==> src/rtl/sbs_pkg.sv <==
// Shared types for the stack and branch sequencer.
package sbs_pkg;
    // Instruction classes handed over by decode.
    typedef enum logic [2:0] {
        OPC_JUMP = 3'd0,
        OPC_CALL = 3'd1,
        OPC_PUSH = 3'd2,
        OPC_POP  = 3'd3,
        OPC_RETI = 3'd4
    } opc_e;

    // Sequencer states; IDLE also resolves jumps.
    typedef enum logic [2:0] {
        ST_IDLE,
        ST_PUSH_WR,
        ST_CALL_WR,
        ST_POP_RD,
        ST_POP_WB,
        ST_RETI_RD,
        ST_RETI_SR,
        ST_RETI_PC
    } seq_state_e;

    // Flag bit positions within flags_i.
    localparam int FLG_C = 0;
    localparam int FLG_Z = 1;
    localparam int FLG_N = 2;
    localparam int FLG_V = 3;
endpackage

==> src/rtl/sbs_cond.sv <==
// Jump condition evaluator.
// Maps a 3-bit condition code and the flag vector to a taken bit.
// Assumes flags follow the bit positions in sbs_pkg.
module sbs_cond
    import sbs_pkg::*;
(
    input  logic [2:0] cond_i,
    input  logic [3:0] flags_i,
    output logic       taken_o
);
    logic c_f, z_f, n_f, v_f;
    assign c_f = flags_i[FLG_C];
    assign z_f = flags_i[FLG_Z];
    assign n_f = flags_i[FLG_N];
    assign v_f = flags_i[FLG_V];

    // Select the flag combination for each condition code.
    always_comb begin
        unique case (cond_i)
            3'd0:    taken_o = ~z_f;
            3'd1:    taken_o = z_f;
            3'd2:    taken_o = ~c_f;
            3'd3:    taken_o = c_f;
            3'd4:    taken_o = n_f;
            3'd5:    taken_o = ~(n_f ^ v_f);
            3'd6:    taken_o = n_f ^ v_f;
            default: taken_o = 1'b1;
        endcase
    end
endmodule

==> src/rtl/sbs_target.sv <==
// Next-PC calculator for relative jumps.
// Sign-extends a word offset, scales it to bytes and adds it to the
// address of the next instruction. Assumes OFF_W < W.
module sbs_target #(
    parameter int W     = 16,
    parameter int OFF_W = 10
) (
    input  logic [W-1:0]     pc_i,
    input  logic [OFF_W-1:0] offset_i,
    input  logic             taken_i,
    output logic [W-1:0]     next_pc_o
);
    localparam int          STEP   = W / 8;
    localparam int          SCALE  = $clog2(STEP);
    localparam logic [W-1:0] STEP_V = W'(STEP);

    logic [W-1:0] seq_pc;
    logic [W-1:0] off_ext;

    // Fall-through address and scaled, sign-extended offset.
    always_comb begin
        seq_pc  = pc_i + STEP_V;
        off_ext = {{(W-OFF_W){offset_i[OFF_W-1]}}, offset_i} << SCALE;
    end

    // Choose taken target or fall-through.
    always_comb begin
        next_pc_o = taken_i ? (seq_pc + off_ext) : seq_pc;
    end
endmodule

==> src/rtl/sbs_fsm.sv <==
// Stack access sequencer.
// Captures PC, SP and the operand on an accepted start, then walks
// through one state per memory access. Assumes read data returns one
// cycle after a read request. Jumps complete in IDLE without busy.
module sbs_fsm
    import sbs_pkg::*;
#(
    parameter int W = 16
) (
    input  logic         clk,
    input  logic         rst_n,
    input  logic         start_i,
    input  logic [2:0]   op_i,
    input  logic [W-1:0] jump_pc_i,
    input  logic [W-1:0] pc_i,
    input  logic [W-1:0] sp_i,
    input  logic [W-1:0] operand_i,
    input  logic [W-1:0] mem_rdata_i,
    output logic         busy_o,
    output logic         pc_we_o,
    output logic [W-1:0] pc_o,
    output logic         sp_we_o,
    output logic [W-1:0] sp_o,
    output logic         mem_req_o,
    output logic         mem_we_o,
    output logic [W-1:0] mem_addr_o,
    output logic [W-1:0] mem_wdata_o,
    output logic         sr_we_o,
    output logic [W-1:0] sr_o,
    output logic         pop_valid_o,
    output logic [W-1:0] pop_data_o
);
    localparam logic [W-1:0] STEP = W'(W / 8);

    seq_state_e   state_q, state_d;
    logic [W-1:0] pc_q, sp_q, dat_q;
    logic         accept;

    assign accept = start_i && (state_q == ST_IDLE);

    // Pick the next state from the current state and an accepted request.
    always_comb begin
        state_d = state_q;
        unique case (state_q)
            ST_IDLE: if (accept) begin
                unique case (op_i)
                    OPC_PUSH: state_d = ST_PUSH_WR;
                    OPC_CALL: state_d = ST_CALL_WR;
                    OPC_POP:  state_d = ST_POP_RD;
                    OPC_RETI: state_d = ST_RETI_RD;
                    default:  state_d = ST_IDLE;
                endcase
            end
            ST_POP_RD:  state_d = ST_POP_WB;
            ST_RETI_RD: state_d = ST_RETI_SR;
            ST_RETI_SR: state_d = ST_RETI_PC;
            default:    state_d = ST_IDLE;
        endcase
    end

    // State register and operand capture.
    always_ff @(posedge clk) begin
        if (!rst_n) begin
            state_q <= ST_IDLE;
            pc_q    <= '0;
            sp_q    <= '0;
            dat_q   <= '0;
        end else begin
            state_q <= state_d;
            if (accept) begin
                pc_q  <= pc_i;
                sp_q  <= sp_i;
                dat_q <= operand_i;
            end
        end
    end

    // Drive the register-file and memory outputs for the current step.
    always_comb begin
        busy_o      = (state_q != ST_IDLE);
        pc_we_o     = 1'b0;
        pc_o        = '0;
        sp_we_o     = 1'b0;
        sp_o        = '0;
        mem_req_o   = 1'b0;
        mem_we_o    = 1'b0;
        mem_addr_o  = '0;
        mem_wdata_o = '0;
        sr_we_o     = 1'b0;
        sr_o        = '0;
        pop_valid_o = 1'b0;
        pop_data_o  = '0;
        unique case (state_q)
            ST_IDLE: if (accept && op_i == OPC_JUMP) begin
                pc_we_o = 1'b1;
                pc_o    = jump_pc_i;
            end
            ST_PUSH_WR, ST_CALL_WR: begin
                mem_req_o   = 1'b1;
                mem_we_o    = 1'b1;
                mem_addr_o  = sp_q - STEP;
                mem_wdata_o = (state_q == ST_CALL_WR) ? pc_q + STEP : dat_q;
                sp_we_o     = 1'b1;
                sp_o        = sp_q - STEP;
                pc_we_o     = (state_q == ST_CALL_WR);
                pc_o        = (state_q == ST_CALL_WR) ? dat_q : '0;
            end
            ST_POP_RD, ST_RETI_RD: begin
                mem_req_o  = 1'b1;
                mem_addr_o = sp_q;
            end
            ST_POP_WB: begin
                pop_valid_o = 1'b1;
                pop_data_o  = mem_rdata_i;
                sp_we_o     = 1'b1;
                sp_o        = sp_q + STEP;
            end
            ST_RETI_SR: begin
                sr_we_o    = 1'b1;
                sr_o       = mem_rdata_i;
                sp_we_o    = 1'b1;
                sp_o       = sp_q + STEP;
                mem_req_o  = 1'b1;
                mem_addr_o = sp_q + STEP;
            end
            default: begin
                pc_we_o = 1'b1;
                pc_o    = mem_rdata_i;
                sp_we_o = 1'b1;
                sp_o    = sp_q + STEP + STEP;
            end
        endcase
    end

    // the status word is restored one cycle before the PC.
    assert_reti_order_R8: assert property (@(posedge clk) disable iff (!rst_n)
        sr_we_o |=> pc_we_o);

    // every read is followed by a stack pointer update.
    assert_read_then_sp_R7: assert property (@(posedge clk) disable iff (!rst_n)
        (mem_req_o && !mem_we_o) |=> sp_we_o);

    // a stack write is the last step of its operation.
    assert_write_ends_R9: assert property (@(posedge clk) disable iff (!rst_n)
        mem_we_o |=> !busy_o);

    // busy can only begin from a request seen in the previous cycle.
    assert_busy_from_start_R10: assert property (@(posedge clk) disable iff (!rst_n)
        $rose(busy_o) |-> $past(start_i));
endmodule

==> src/rtl/sbs_seq.sv <==
// Stack and branch sequencer top level.
// Combines condition evaluation, jump target arithmetic and the stack
// access state machine. Assumes decode presents stable inputs with start_i.
module sbs_seq
    import sbs_pkg::*;
#(
    parameter int W     = 16,
    parameter int OFF_W = 10
) (
    input  logic             clk,
    input  logic             rst_n,
    input  logic             start_i,
    input  logic [2:0]       op_i,
    input  logic [2:0]       cond_i,
    input  logic [3:0]       flags_i,
    input  logic [OFF_W-1:0] offset_i,
    input  logic [W-1:0]     pc_i,
    input  logic [W-1:0]     sp_i,
    input  logic [W-1:0]     operand_i,
    input  logic [W-1:0]     mem_rdata_i,
    output logic             busy_o,
    output logic             pc_we_o,
    output logic [W-1:0]     pc_o,
    output logic             sp_we_o,
    output logic [W-1:0]     sp_o,
    output logic             mem_req_o,
    output logic             mem_we_o,
    output logic [W-1:0]     mem_addr_o,
    output logic [W-1:0]     mem_wdata_o,
    output logic             sr_we_o,
    output logic [W-1:0]     sr_o,
    output logic             pop_valid_o,
    output logic [W-1:0]     pop_data_o
);
    logic         taken;
    logic [W-1:0] jump_pc;

    sbs_cond u_cond (
        .cond_i  (cond_i),
        .flags_i (flags_i),
        .taken_o (taken)
    );

    sbs_target #(.W(W), .OFF_W(OFF_W)) u_target (
        .pc_i      (pc_i),
        .offset_i  (offset_i),
        .taken_i   (taken),
        .next_pc_o (jump_pc)
    );

    sbs_fsm #(.W(W)) u_fsm (
        .clk         (clk),
        .rst_n       (rst_n),
        .start_i     (start_i),
        .op_i        (op_i),
        .jump_pc_i   (jump_pc),
        .pc_i        (pc_i),
        .sp_i        (sp_i),
        .operand_i   (operand_i),
        .mem_rdata_i (mem_rdata_i),
        .busy_o      (busy_o),
        .pc_we_o     (pc_we_o),
        .pc_o        (pc_o),
        .sp_we_o     (sp_we_o),
        .sp_o        (sp_o),
        .mem_req_o   (mem_req_o),
        .mem_we_o    (mem_we_o),
        .mem_addr_o  (mem_addr_o),
        .mem_wdata_o (mem_wdata_o),
        .sr_we_o     (sr_we_o),
        .sr_o        (sr_o),
        .pop_valid_o (pop_valid_o),
        .pop_data_o  (pop_data_o)
    );

    // the unconditional code always produces a PC load when accepted.
    assert_jmp_always_R2: assert property (@(posedge clk) disable iff (!rst_n)
        (start_i && !busy_o && op_i == 3'd0 && cond_i == 3'd7) |-> pc_we_o);
endmodule

==> config.mk <==
export PLATFORM = sky130hd
export DESIGN_NAME = sbs_seq
export DESIGN_NICKNAME = d
export VERILOG_FILES = /design/src/rtl/sbs_pkg.sv /design/src/rtl/sbs_cond.sv /design/src/rtl/sbs_target.sv /design/src/rtl/sbs_fsm.sv /design/src/rtl/sbs_seq.sv
export SDC_FILE = /design/constraint.sdc
export NUM_CORES = 1
export LEC_CHECK = 0
export ABC_AREA = 1
export BUFFER_PORTS_ARGS = -buffer_cell sky130_fd_sc_hd__buf_4
export CAP_MARGIN = 10
export CORE_UTILIZATION = 39
export CTS_CLUSTER_SIZE = 40
export DETAILED_ROUTE_END_ITERATION = 7
export PLACE_DENSITY_LB_ADDON = 0.2
export SLEW_MARGIN = 15
export SYNTH_ARGS = -nofsm -noshare
export SYNTH_HDL_FRONTEND = slang
export SYNTH_SLANG_ARGS = --single-unit
==> constraint.sdc <==
create_clock -name clk -period 5.2 [get_ports clk]
set_input_delay 1.04 -clock clk [delete_from_list [all_inputs] [get_ports clk]]
set_output_delay 1.04 -clock clk [all_outputs]
set_load 0.02 [all_outputs]
Word-level counts from Yosys, hierarchy flattened --
Index checks and enable logic that the tools add are counted.
Storage, ports and cells: bits in latches 0, logic and storage cells 64, memory bits (writable) 0, memories 0, register bits after elaboration 51, memory bits (read-only) 0, output and inout bits 103
Operators by class: add/subtract/negate cells 6, reductions and logical operators 12, shifts and indexed selects 0, $mul 0, equal/unequal tests 17, divide/modulo/power cells 0, magnitude comparators 0, mux-type cells 21, bitwise logic cells 4
Operators with widths (number):
- one-hot mux 16 bit (3 select lines) | 3
- 2-to-1 mux 16 bit | 7
- adder 16 x 2 -> 16 bit (second input constant) | 4
- one-hot mux 3 bit (4 select lines) | 2
- equality test 3 bit (second input constant) | 7
- equality test 3 x 2 -> 1 bit (second input constant) | 6
- adder 16 bit | 1
- subtractor 16 x 2 -> 16 bit (second input constant) | 1
- equality test 3 x 1 -> 1 bit (second input constant) | 3
- zero test 3 bit | 3
- one-hot mux 1 bit (7 select lines) | 1
- 2-to-1 mux 1 bit | 6
- OR reduction 2 bit | 3
- OR reduction 5 bit | 1
- OR reduction 4 bit | 1
- 2-to-1 mux 3 bit | 1
- inverter 1 bit | 3
- one-hot mux 1 bit (3 select lines) | 1
- nonzero test 3 bit | 1
- OR reduction 3 bit | 1
- logical AND 1 bit | 2
- != test 2 x 1 -> 1 bit (second input constant) | 1
- bitwise XOR 1 bit | 1

Depth between registers and ports, before layout --
depth in word-level cells 6, depth in mapped cells 21, mapped depth without buffers 21

Modules after synthesis --
Synthesis repeated with hierarchy kept, for this count alone.
Second synthesis, totals: cells, all modules 973, area total of the unflattened synthesis 5695.5 sq um
By module, submodules not included:
- sbs_fsm | cells an instance 711, area each 4311.6 sq um, times used 1
- sbs_target | cells an instance 239, area each 1290.0 sq um, times used 1
- sbs_cond | cells an instance 23, area each 93.8 sq um, times used 1

Worst setup path after synthesis --
Ideal clock, no wire load.
path type input-to-output, start point input port pc_i[1], end point output port pc_o[15], arrival 3228 ps, setup slack 932 ps, cell stages on the path 18, cell sequence ha_1 -> nand3_1 -> nor2_1 -> nand2_1 -> nor2_1 -> nand3_1 -> xor2_1 -> inv_1 -> ha_1 -> inv_1 -> nor3_1 -> nand3_1 -> nand2_1 -> inv_1 -> nand2_1 -> nand3_1 -> nand3_1 -> nand3_1
Between the ends: cells in the longest elaborated chain, start to end 5
Ends and longest elaborated chain:
- from (decl) | RTL line sbs_seq.sv:17 | input logic [W-1:0] pc_i,
- adder 16 x 2 -> 16 bit (*) | RTL line sbs_target.sv:22 | seq_pc = pc_i + STEP_V;
- adder 16 bit | RTL line sbs_target.sv:28 | next_pc_o = taken_i ? (seq_pc + off_ext) : seq_pc;
- 2-to-1 mux 16 bit (*) | RTL line sbs_target.sv:28
- 2-to-1 mux 16 bit (*) | RTL line sbs_fsm.sv:94 | ST_IDLE: if (accept && op_i == OPC_JUMP) begin
- one-hot mux 16 bit (3 select lines) (*) | RTL line sbs_fsm.sv:93 | unique case (state_q)
- to (decl) | RTL line sbs_seq.sv:23 | output logic [W-1:0] pc_o,
Mark *: on every way between the ends. The rest lies on a longest branch, timed or not.

Worst setup path in the final report --
Ends and elaborated chain as after synthesis.

==> out/qor.csv <==
metric;value;unit
drc;0;
syn_area;5530;µm²
power.leakage;3.61;nW
io_buffer_count;189;
grt_max_degree;50;
synthesis.instances;970;
synth_async_sr_flop_share;0;%
slew_viol_final;0;
tightest_slew;0.931;ns
start_kind;input port;
globalRouteOverflowTotal;0;
synth_flop_cell;dfxtp_1;
required;4.16;ns
synth-edff-count;0;
syn_avg_cell_area;5.70;µm²
cap_violations;0;
synth_top_cells_by_count;nand2_1, inv_1, nor2_1, o21ai_0, a21oi_1;
arrival;3.73;ns
dpl_worst_slack;0.443;ns
run_status;complete, no violations;
drive_above_1_share;21.2;%
timing.final.crit_share;91.7;%
yosys.area.top_type;dfxtp_1;
root_buffer;clkbuf_16;
num_rows;43;
drt_iter0_drc;599;
vias;7037;
cts_hold_buf;0;
grt_pass1_vias;6285;
cts_tree;built;
synth.distinct_cells;41;
ir_worst_vdd;149;µV
clk_latency;0.30;ns
grt.total_usage;28.3;%
seqCellArea;1020;µm²
die_area;14700;µm²
syn-num-nets;1083;
yosysWarnings;0;
fin_crit;4.77;ns
routed_wl;20.9;mm
cts_setup_buffers;0;
n_fill_cell;1454;
fin_worst_skew;0.00570;ns
totalNegativeSetupSlack;0;ns
drtAntennaViolNets;0;
hpwl;16.3;mm
start_util;39.9;%
rsz0062_at_grt;no;
critPathKind;input port to output pin;
antennaDiodeCount;0;
multiInputGateArea;3810;µm²
synth.most_common_cell;nand2_1;
setup_viol;0;
synth_top_area_share;18.5;%
synth_seq_cells;51;
final_hold_viol_count;0;
numCtsBuffers;5;
h-tree-depth;2;
synthToLayoutAreaGrowth;31.7;%
cts_resized;0;
drt-pass1-iter-count;5;
nets;1252;
coreArea;13900;µm²
clk_pin_slew;0.07;ns
worst_slack;0.431;ns
hold_path.class;flop to flop;
grt_pass1_wl;32.4;mm
fmax;210;MHz
avgRoutedWirePerCell;15.8;µm
worst_setup_path_end_kind;output pin;
relSlewSlack;37.8;%
synth-seq-area-share;18.5;%
holdWs;0.462;ns
place.gp.congestion;0.967;
die_y;121;µm
antenna_found_initial;0;
synth_top_cells_by_area;dfxtp_1, nand2_1, inv_1, o21ai_0, nor2_1;
clockBufferDepth;2;
viasPerCell;5.33;
powerDensity;199;nW/µm²
io_pins;190;
cts_sinks;51;
die_x;121;µm
critPathMaxFanout;6;
==> layout by cell type, fill, tap and decap left out, types with 7 or more instances in the layout <==
master    count
xor2_1       12
nand2_1     199
nor3_1       12
nand4_1      23
dfxtp_1      51
nand3_1      75
nor2_1      115
o211ai_1     21
a21oi_1      83
nor2_4        7
o221ai_1     16
ha_1         25
nand2_2       9
o21ai_0      97
inv_1       142
buf_4       196
==> registers in the layout (all words and copies together) (netlist names) <==
| signal | cells |
|---|---|
| u_fsm.dat_q | 16 |
| u_fsm.pc_q | 16 |
| u_fsm.sp_q | 16 |
| u_fsm.state_q | 3 |
==> area by class of cell <==
class                           instances  area share [%]
Clock buffer                            5            1.72
Clock inverter                          3           0.979
Inverter                              150            7.73
Multi-Input combinational cell        735            52.3
Sequential cell                        51            14.0
Tap cell                              180            3.09
Timing Repair Buffer                  196            20.2
==> power breakdown <==
part	internal [mW]	leakage [nW]	total [mW]	switching, mW
registers	0.427	0.423	0.462	0.0352
clock network	0.279	0.0959	0.441	0.161
logic	0.200	3.09	0.549	0.349
==> critical path, cell delays in order <==
cell and delay (ns):
buf_4 0.09, ha_1 0.17, nand3_1 0.13, nor2_1 0.26
nand2_1 0.15, nor2_1 0.14, nand3_1 0.11, xor2_1 0.19
inv_1 0.06, ha_1 0.39, inv_1 0.08, nor3_1 0.24
a21oi_1 0.10, nand2_1 0.09, inv_1 0.04, nand2_1 0.05
nand3_1 0.06, nand3_1 0.08, nand3_1 0.08, buf_4 0.16
==> routing by layer <==
layer | routed length [µm] | track usage [%] | part of all wire, % | vias to the layer above
met2 | 8930 | 42.6 | 43 | 284
met1 | 9950 | 41.2 | 48 | 3159
met3 | 1570 | 4.18 | 7.5 | 32
met4 | 414 | 8.10 | 2.0 | 0
li1 | - | - | - | 3562
met5 | 0 | 0 | 0 | -
==> cells by family after synthesis <==
family | count (synthesis) | share of synthesized area (%)
AND/OR/NAND/NOR | 457 | 36.4
AO/OA/AOI/OAI | 239 | 24.4
buffers and inverters | 184 | 12.7
flip-flops | 51 | 18.5
adder cells (fa/ha/maj) | 26 | 6.02
XOR/XNOR | 13 | 2.06
==> per-stage QoR <==
| step | total power, mW | util, % | std cells | area, µm² |
|---|---|---|---|---|
| 6_report | 1.45 | 52.5 | 1320 | 7290 |
| 5_1_grt | 1.54 | 52.5 | 1320 | 7290 |
| 4_1_cts | 1.45 | 52.5 | 1320 | 7290 |
| 3_5_place_dp | 1.01 | 51.1 | 1312 | 7090 |
| 3_3_place_gp | 1.01 | 51.1 | 1312 | 7090 |
| 2_1_floorplan | 0.808 | - | 970 | 5530 |
==> final timing paths <==
path                                     end  depth (start not counted)  slack (ns)                     startpoint
hold reg to reg   u_fsm.pc_q[0]$_SDFFE_PN0P_                          2        0.46     u_fsm.pc_q[0]$_SDFFE_PN0P_
setup reg to reg  u_fsm.pc_q[4]$_SDFFE_PN0P_                         10        2.76  u_fsm.state_q[2]$_SDFFE_PN0P_
hold / removal    u_fsm.pc_q[0]$_SDFFE_PN0P_                          2        0.46     u_fsm.pc_q[0]$_SDFFE_PN0P_
setup / recovery                    pc_o[15]                         20        0.43                        pc_i[1]
Note: power is estimated with default switching activity, not from simulation.
